[src/rtl/pi_tune_pkg.sv]
package pi_tune_pkg;
  localparam int DEF_ERR_W  = 16;
  localparam int DEF_GAIN_W = 16;
  localparam int DEF_WORD_W = 24;
  localparam int DEF_ACC_W  = 48;
  localparam int NOMINAL_LIMIT = 8161512;
endpackage

[src/rtl/pi_rst_sync.sv]
module pi_rst_sync (
  input  logic clk,
  input  logic arst_n,
  output logic srst_n
);
  logic [1:0] sync_q;

  always_ff @(posedge clk or negedge arst_n) begin
    if (!arst_n) begin
      sync_q <= 2'b00;
    end else begin
      sync_q <= {sync_q[0], 1'b1};
    end
  end

  assign srst_n = sync_q[1];
endmodule

[src/rtl/pi_gain_mul.sv]
module pi_gain_mul #(
  parameter int A_W = 16,
  parameter int B_W = 16,
  localparam int P_W = A_W + B_W
) (
  input  logic signed [A_W-1:0] a_i,
  input  logic signed [B_W-1:0] b_i,
  output logic signed [P_W-1:0] p_o
);
  logic signed [P_W-1:0] a_ext;
  logic signed [P_W-1:0] b_ext;

  always_comb begin
    a_ext = P_W'(a_i);
    b_ext = P_W'(b_i);
    p_o   = a_ext * b_ext;
  end
endmodule

[src/rtl/pi_accum.sv]
module pi_accum #(
  parameter int ACC_W = 48
) (
  input  logic                    clk,
  input  logic                    rst_n,
  input  logic                    en_i,
  input  logic signed [ACC_W-1:0] inc_i,
  output logic signed [ACC_W-1:0] acc_nx_o
);
  logic signed [ACC_W-1:0] acc_q;
  logic signed [ACC_W-1:0] acc_d;

  always_comb begin
    acc_nx_o = acc_q + inc_i;
    acc_d    = en_i ? acc_nx_o : acc_q;
  end

  always_ff @(posedge clk or negedge rst_n) begin
    if (!rst_n) begin
      acc_q <= '0;
    end else begin
      acc_q <= acc_d;
    end
  end
endmodule

[src/rtl/pi_clip.sv]
module pi_clip #(
  parameter int IN_W  = 50,
  parameter int OUT_W = 24
) (
  input  logic signed [IN_W-1:0]  val_i,
  input  logic        [OUT_W-2:0] lim_i,
  output logic signed [OUT_W-1:0] val_o
);
  logic signed [IN_W-1:0] hi;
  logic signed [IN_W-1:0] lo;
  logic signed [IN_W-1:0] sel;

  always_comb begin
    hi = $signed({{(IN_W-OUT_W+1){1'b0}}, lim_i});
    lo = -hi;
    if (val_i > hi) begin
      sel = hi;
    end else if (val_i < lo) begin
      sel = lo;
    end else begin
      sel = val_i;
    end
    val_o = sel[OUT_W-1:0];
  end
endmodule

[src/rtl/pi_tune_ctrl.sv]
module pi_tune_ctrl
  import pi_tune_pkg::*;
#(
  parameter int ERR_W  = DEF_ERR_W,
  parameter int GAIN_W = DEF_GAIN_W,
  parameter int WORD_W = DEF_WORD_W,
  parameter int ACC_W  = DEF_ACC_W
) (
  input  logic                     clk,
  input  logic                     rst_n,
  input  logic signed [ERR_W-1:0]  err_i,
  input  logic                     err_vld_i,
  input  logic signed [GAIN_W-1:0] kp_i,
  input  logic signed [GAIN_W-1:0] ki_i,
  input  logic signed [WORD_W-1:0] base_i,
  input  logic        [WORD_W-2:0] lim_i,
  output logic signed [WORD_W-1:0] tune_o,
  output logic                     upd_o
);
  localparam int PROD_W = ERR_W + GAIN_W;
  localparam int SUM_W  = ACC_W + 2;
  localparam int N_MUL  = 2;

  logic srst_n;

  logic signed [GAIN_W-1:0] gains [N_MUL];
  logic signed [PROD_W-1:0] prods [N_MUL];

  logic signed [ACC_W-1:0]  acc_inc;
  logic signed [ACC_W-1:0]  acc_nx;
  logic signed [SUM_W-1:0]  sum;
  logic signed [WORD_W-1:0] word_clip;
  logic signed [WORD_W-1:0] base_clip;

  logic signed [WORD_W-1:0] word_q, word_d;
  logic                     primed_q, primed_d;
  logic                     upd_q, upd_d;

  pi_rst_sync u_rst (
    .clk    (clk),
    .arst_n (rst_n),
    .srst_n (srst_n)
  );

  assign gains[0] = kp_i;
  assign gains[1] = ki_i;

  for (genvar g = 0; g < N_MUL; g++) begin : g_mul
    pi_gain_mul #(.A_W(ERR_W), .B_W(GAIN_W)) u_mul (
      .a_i (err_i),
      .b_i (gains[g]),
      .p_o (prods[g])
    );
  end

  assign acc_inc = ACC_W'(prods[1]);

  pi_accum #(.ACC_W(ACC_W)) u_acc (
    .clk      (clk),
    .rst_n    (srst_n),
    .en_i     (err_vld_i),
    .inc_i    (acc_inc),
    .acc_nx_o (acc_nx)
  );

  always_comb begin
    sum = SUM_W'(base_i) + SUM_W'(prods[0]) + SUM_W'(acc_nx);
  end

  pi_clip #(.IN_W(SUM_W), .OUT_W(WORD_W)) u_clip_sum (
    .val_i (sum),
    .lim_i (lim_i),
    .val_o (word_clip)
  );

  pi_clip #(.IN_W(WORD_W), .OUT_W(WORD_W)) u_clip_base (
    .val_i (base_i),
    .lim_i (lim_i),
    .val_o (base_clip)
  );

  always_comb begin
    word_d   = word_q;
    primed_d = primed_q;
    upd_d    = err_vld_i;
    if (err_vld_i) begin
      word_d   = word_clip;
      primed_d = 1'b1;
    end
  end

  always_ff @(posedge clk or negedge srst_n) begin
    if (!srst_n) begin
      word_q   <= '0;
      primed_q <= 1'b0;
      upd_q    <= 1'b0;
    end else begin
      word_q   <= word_d;
      primed_q <= primed_d;
      upd_q    <= upd_d;
    end
  end

  assign tune_o = primed_q ? word_q : base_clip;
  assign upd_o  = upd_q;
endmodule

[config.mk]
export PLATFORM = sky130hd
export DESIGN_NAME = pi_tune_ctrl
export DESIGN_NICKNAME = d
export VERILOG_FILES = /design/src/rtl/pi_tune_pkg.sv /design/src/rtl/pi_rst_sync.sv /design/src/rtl/pi_gain_mul.sv /design/src/rtl/pi_accum.sv /design/src/rtl/pi_clip.sv /design/src/rtl/pi_tune_ctrl.sv
export SDC_FILE = /design/constraint.sdc
export NUM_CORES = 2
export LEC_CHECK = 0
export ABC_AREA = 1
export BUFFER_PORTS_ARGS = -buffer_cell sky130_fd_sc_hd__buf_2
export CELL_PAD_IN_SITES_DETAIL_PLACEMENT = 0
export CELL_PAD_IN_SITES_GLOBAL_PLACEMENT = 2
export CORE_MARGIN = 2
export CORE_UTILIZATION = 40
export CTS_BUF_LIST = sky130_fd_sc_hd__clkbuf_2 sky130_fd_sc_hd__clkbuf_4 sky130_fd_sc_hd__clkbuf_8
export DETAILED_ROUTE_END_ITERATION = 16
export GPL_TIMING_DRIVEN = 0
export HOLD_SLACK_MARGIN = 0.05
export PLACE_DENSITY_LB_ADDON = 0.15
export SLEW_MARGIN = 0
export SYNTH_ARGS = -nofsm -noshare
export SYNTH_HDL_FRONTEND = slang
export SYNTH_SLANG_ARGS = --single-unit
[constraint.sdc]
create_clock -name clk -period 6.4 [get_ports clk]
set_clock_uncertainty 0.2 [all_clocks]
set_input_delay 1.28 -clock clk [delete_from_list [all_inputs] [get_ports clk]]
set_output_delay 1.28 -clock clk [all_outputs]
set_load 0.02 [all_outputs]
; Word-level counts from Yosys, hierarchy flattened
; Index checks and enable logic that the tools add are counted.
; W data, S select, Z words.
[word_totals]
regBits = 76
in_bits = 98
elab_cells = 21
[classes]
n_addsub = 5
mul = 2
magnitude_cmp = 4
muxes = 5
[ops]
columns = operator, count
row1 = $mux W24, 5
row2 = $mul A16 B16 Y32, 2
row3 = $lt A49 B50 Y1, 1
row4 = $neg A23 Y50, 1
row5 = $add A33 B48 Y49, 1
row6 = $gt A49 B24 Y1, 1
row7 = $add A48 B32 Y48, 1
row8 = $add A24 B32 Y33, 1
row9 = $gt A24 B24 Y1, 1
row10 = $lt A24 B24 Y1, 1
row11 = $neg A23 Y24, 1

; Depth between registers and ports, before layout
[depth]
depth_word = 6
mapped_depth = 70
depth_no_buf = 66

; Cells and area by module
; From an unflattened synthesis, not the netlist that was laid out.
[unflattened]
hier_cells = 6214
hier_area_um2 = 40159.8
[by_module_without_submodules]
columns = mod, instances, cells_per_inst, area_each_um2
row1 = pi_gain_mul at g_mul[1].u_mul, 1, 1510, 10976.8
row2 = pi_gain_mul at g_mul[0].u_mul, 1, 1500, 10964.3
row3 = pi_tune_ctrl, 1, 1106, 6444.9
row4 = pi_accum, 1, 1111, 6052.1
row5 = pi_clip at u_clip_sum, 1, 558, 3318.2
row6 = pi_clip at u_clip_base, 1, 426, 2349.8
row7 = pi_rst_sync, 1, 3, 53.8

; Worst setup path after synthesis
; No wires, ideal clock.
[synth_path]
path_kind = input-to-reg
startpoint = input ki_i[6]
endpoint = register word_q[10]
setup_ps = 118
t_arrival_ps = 13716
setup_slack_ps = -7634
path_stages = 62
n_path_buf = 4
cell_sequence = clkbuf_1 clkbuf_1 nand2_1 fa_1 inv_1 fa_1 inv_1 fa_1 fa_1 inv_1 fa_1 inv_1 fa_1 inv_1 ha_1 nand2_1 nor2_1 inv_1 [... 26 more ...] inv_1 ha_1 nand2_1 inv_1 nand3_1 nor3_1 nand2_1 nor4b_1 nand2_1 nand4_1 nand2_2 inv_1 clkbuf_1 nand2_1 o21ai_0 nand2_1 nand3_1 nand2_1
[synth_between]
elab_chain_len = 6
elab_cells_between_ends = 7
[synth_rtl]
columns = element, line
row1 = "start, declared", pi_tune_ctrl.sv:14  ; input logic signed [GAIN_W-1:0] ki_i,
row2 = $mul A16 B16 Y32 (*), pi_gain_mul.sv:16  ; p_o = a_ext * b_ext;
row3 = $add A48 B32 Y48 (*), pi_accum.sv:14  ; acc_nx_o = acc_q + inc_i;
row4 = via acc_nx[46], pi_tune_ctrl.sv:30  ; logic signed [ACC_W-1:0] acc_nx;
row5 = $add A33 B48 Y49 (*), pi_tune_ctrl.sv:67  ; sum = SUM_W'(base_i) + SUM_W'(prods[0]) + SUM_W'(acc_nx);
row6 = $lt A49 B50 Y1, pi_clip.sv:18  ; end else if (val_i < lo) begin
row7 = $mux W24, pi_clip.sv:18
row8 = $mux W24 (*), pi_clip.sv:16  ; if (val_i > hi) begin
row9 = "end signal, assigned", pi_tune_ctrl.sv:98  ; word_q <= word_d;
row10 = "end, declared", pi_tune_ctrl.sv:35  ; logic signed [WORD_W-1:0] word_q, word_d;
; The timed path passes the listed nets; every way through them passes the cells marked *.
; A chain may end at the register's enable or synchronous reset.

; Worst setup path after layout
[layout_path]
startpoint = input err_i[15]
endpoint = register word_q[3]
[layout_between]
elab_chain_len = 6
elab_cells_between_ends = 9
[layout_rtl]
columns = element, line
row1 = "start, declared", pi_tune_ctrl.sv:11  ; input logic signed [ERR_W-1:0] err_i,
row2 = $mul A16 B16 Y32, pi_gain_mul.sv:16
row3 = $add A48 B32 Y48 / $add A24 B32 Y33 (equally long branches), "pi_accum.sv:14, pi_tune_ctrl.sv:67"
row4 = $add A33 B48 Y49 (*), pi_tune_ctrl.sv:67
row5 = $lt A49 B50 Y1, pi_clip.sv:18
row6 = $mux W24, pi_clip.sv:18
row7 = $mux W24 (*), pi_clip.sv:16
; Mark *: on every way between the ends. The rest lies on a longest branch, timed or not.

==> results.cfg <==
[grt]
grt-ovfl-total = 0
grt_pass1_wl_um = 208000
top_usage_layer = met2
grt_usage = 0.289
grt_max_degree = 41
grt_pass1_vias = 32800
grtUsageMet1 = 0.419
antenna_found_initial = 4
grt_use_met3 = 0.0554
grt_util_met2 = 0.446

[worst_setup_path]
crit_arrival_ps = 13440
path_max_fanout = 7
end_kind = flip-flop
ff2ff_setup_slack_ps = -5440
cp.buffers_inverters = 19
slowest_delay_ps = 660
required_ps = 6570
timing.rr.end = word_q[3]
critical_path_class = in -> reg
r2r_cells = 53
r2r-start = u_acc.acc_q[15]
cp_slowest_cell = fa_2
crit_top_cell = fa_1
path_delay_family = adder cells
crit_path_start_kind = input port

[die]
dieArea_mm2 = 0.0981
io_pins = 123
initial_utilization = 0.403
rows = 113
die_x_um = 313
die_h_um = 313
core_mm2 = 0.0949

[sta]
finalMaxSlewViolations = 0
setup_viol = 58
hold_ws_ps = 123
tightest_slew_ps = 1320
hold_viol = 0
slew_headroom = 0.117
period_needed_ps = 13270
rsz0062_at_grt = yes
period_share = 2.07
worst_slack_ps = -6870
max_freq_mhz = 75.3

[cts]
cts_buffers = 9
postCtsHoldBufs = 0
clock-sinks = 76
clk_latency_ps = 460
cts_tree = built
clockRootBuffer = clkbuf_8
clk_pin_slew_ps = 120
clock_path_buffers = 2
cts_max_level = 3

[synth]
synthTopCellsByArea = fa_1 (41%), inv_1 (14%), ha_1 (13%)
syn-cell-area_mm2 = 0.0382
synth-seq-cells = 76
ys_seq_area_frac = 0.0497
ys_types = 54
async_flop_share = 1.00
synth_top_cell_area_share = 0.406
synth_cells = 5013
yosys.area.top_type = fa_1
ys.flop_type = dfrtp_1
synthesis.nets = 6268
avgSynthCellArea_um2 = 7.63
synth_warnings = 0
synth-edff-count = 0

[cells_and_area]
fill_cells = 9508
ff_latch_area_mm2 = 0.00191
final_layout_size_suffix_gt1_frac = 0.185
syn2layout_area_growth_pct = 23.1
fin_nets = 6575
final_common_cell = inv_1
mostFrequentLayoutCells = inv_1 (1377), nand2_1 (1100), fa_1 (755), ha_1 (324), buf_4 (162)
multi_input_area_mm2 = 0.0332

[place]
pre_cts_ws_ps = -9680
hpwlAfterDp_um = 117000
place_congestion = 0.919
io_buffers = 90

[route]
wl_per_cell_um = 21.1
first_iter_violations = 2212
wirelength_um = 139000
vias = 32500
ant_nets = 0
drc_errors = 0
drt-pass1-iter-count = 5
vias_per_cell = 4.93

[run_status]
status = finished, violations left
violations = negative setup slack

[flow_run]
cap_violations = 0

[worst_hold_path]
hold_class = reg -> async
## sequential cells by signal, indices dropped and copies added (netlist names)
signal        count
word_q           24
u_rst.sync_q      2
primed_q          1
u_acc.acc_q      48
upd_o             1
## repair_timing
item	in CTS	in global routing
setup endpoints to repair	87	85
resized for setup	814	175
pin swaps	228	98
hold endpoints to repair	0	0
setup buffers	161	39
cloned	7	1
## area by class of cell
type,instances,share of cell area
antenna,3,0.000159
buffer,151,0.0418
clock buffer,12,0.00337
clock inverter,4,0.000531
inverter,1480,0.119
multi-input combinational,3306,0.705
sequential,76,0.0405
tap,1265,0.0336
timing repair buffer,295,0.0554
timing repair inverter,1,0.000159
## cell usage after synthesis (21+ instances only)
cell type	number
inv_1	1457
nand4_1	33
ha_1	382
dfrtp_1	76
xor2_1	65
nor2_1	180
nor2_2	21
fa_1	775
a21oi_1	166
nor3_1	40
o21ai_0	164
clkbuf_1	138
nand3_1	123
xnor2_1	30
nand2_1	1175
## worst register-to-register path: cells and delay by family, from the launching register on
kind                       cells  cell delay (ps)
AOI/OAI and AO/OA             11             1870
xor gates and xnor gates       2              270
adders and majority gates     14             6200
buffers and inverters         16             1530
DFF                            1              370
and+or+nand+nor               10             1320
## metrics by stage
stage	cells	utilization	TNS (ps)	area [um2]
after floorplan	5013	-	-160260	38900
after global placement	6368	0.431	-333340	40900
after detailed placement	6372	0.432	-336430	41000
after CTS	6555	0.487	-169160	46200
after global routing	6592	0.496	-190390	47100
final	6593	0.496	-172650	47100
## per-layer routing
metal,share of wire,vias to the layer above
met3,0.068,118
met4,0.023,4
met2,0.45,868
li1,-,15200
met1,0.46,16300
met5,0.0011,-
## worst max path at each step
stage                          from         end  slack (ps)  depth (start not counted)
after floorplan             ki_i[6]  word_q[14]       -6470                         60
after global placement    err_i[12]   word_q[0]       -9590                         61
after detailed placement  err_i[12]   word_q[0]       -9680                         61
after CTS                 err_i[15]  word_q[14]       -6750                         58
after global routing      err_i[15]   word_q[3]       -7390                         65
final                     err_i[15]   word_q[3]       -6870                         57
## kinds of logic (layout without fill, tap and decap cells)
| kind of cell | Yosys count | count (layout) | synth area share |
|---|---|---|---|
| AOI/OAI and AO/OA | 413 | 413 | 0.0597 |
| and+or+nand+nor | 1639 | 1639 | 0.176 |
| xor gates and xnor gates | 96 | 96 | 0.0225 |
| buffers and inverters | 1631 | 1943 | 0.161 |
| other | 1 | 4 | 0.0000981 |
| DFF | 76 | 76 | 0.0497 |
| adders and majority gates | 1157 | 1157 | 0.531 |
Power is not shown: default switching activity piles up to over one toggle a cycle in this logic, so the estimate is an artifact.
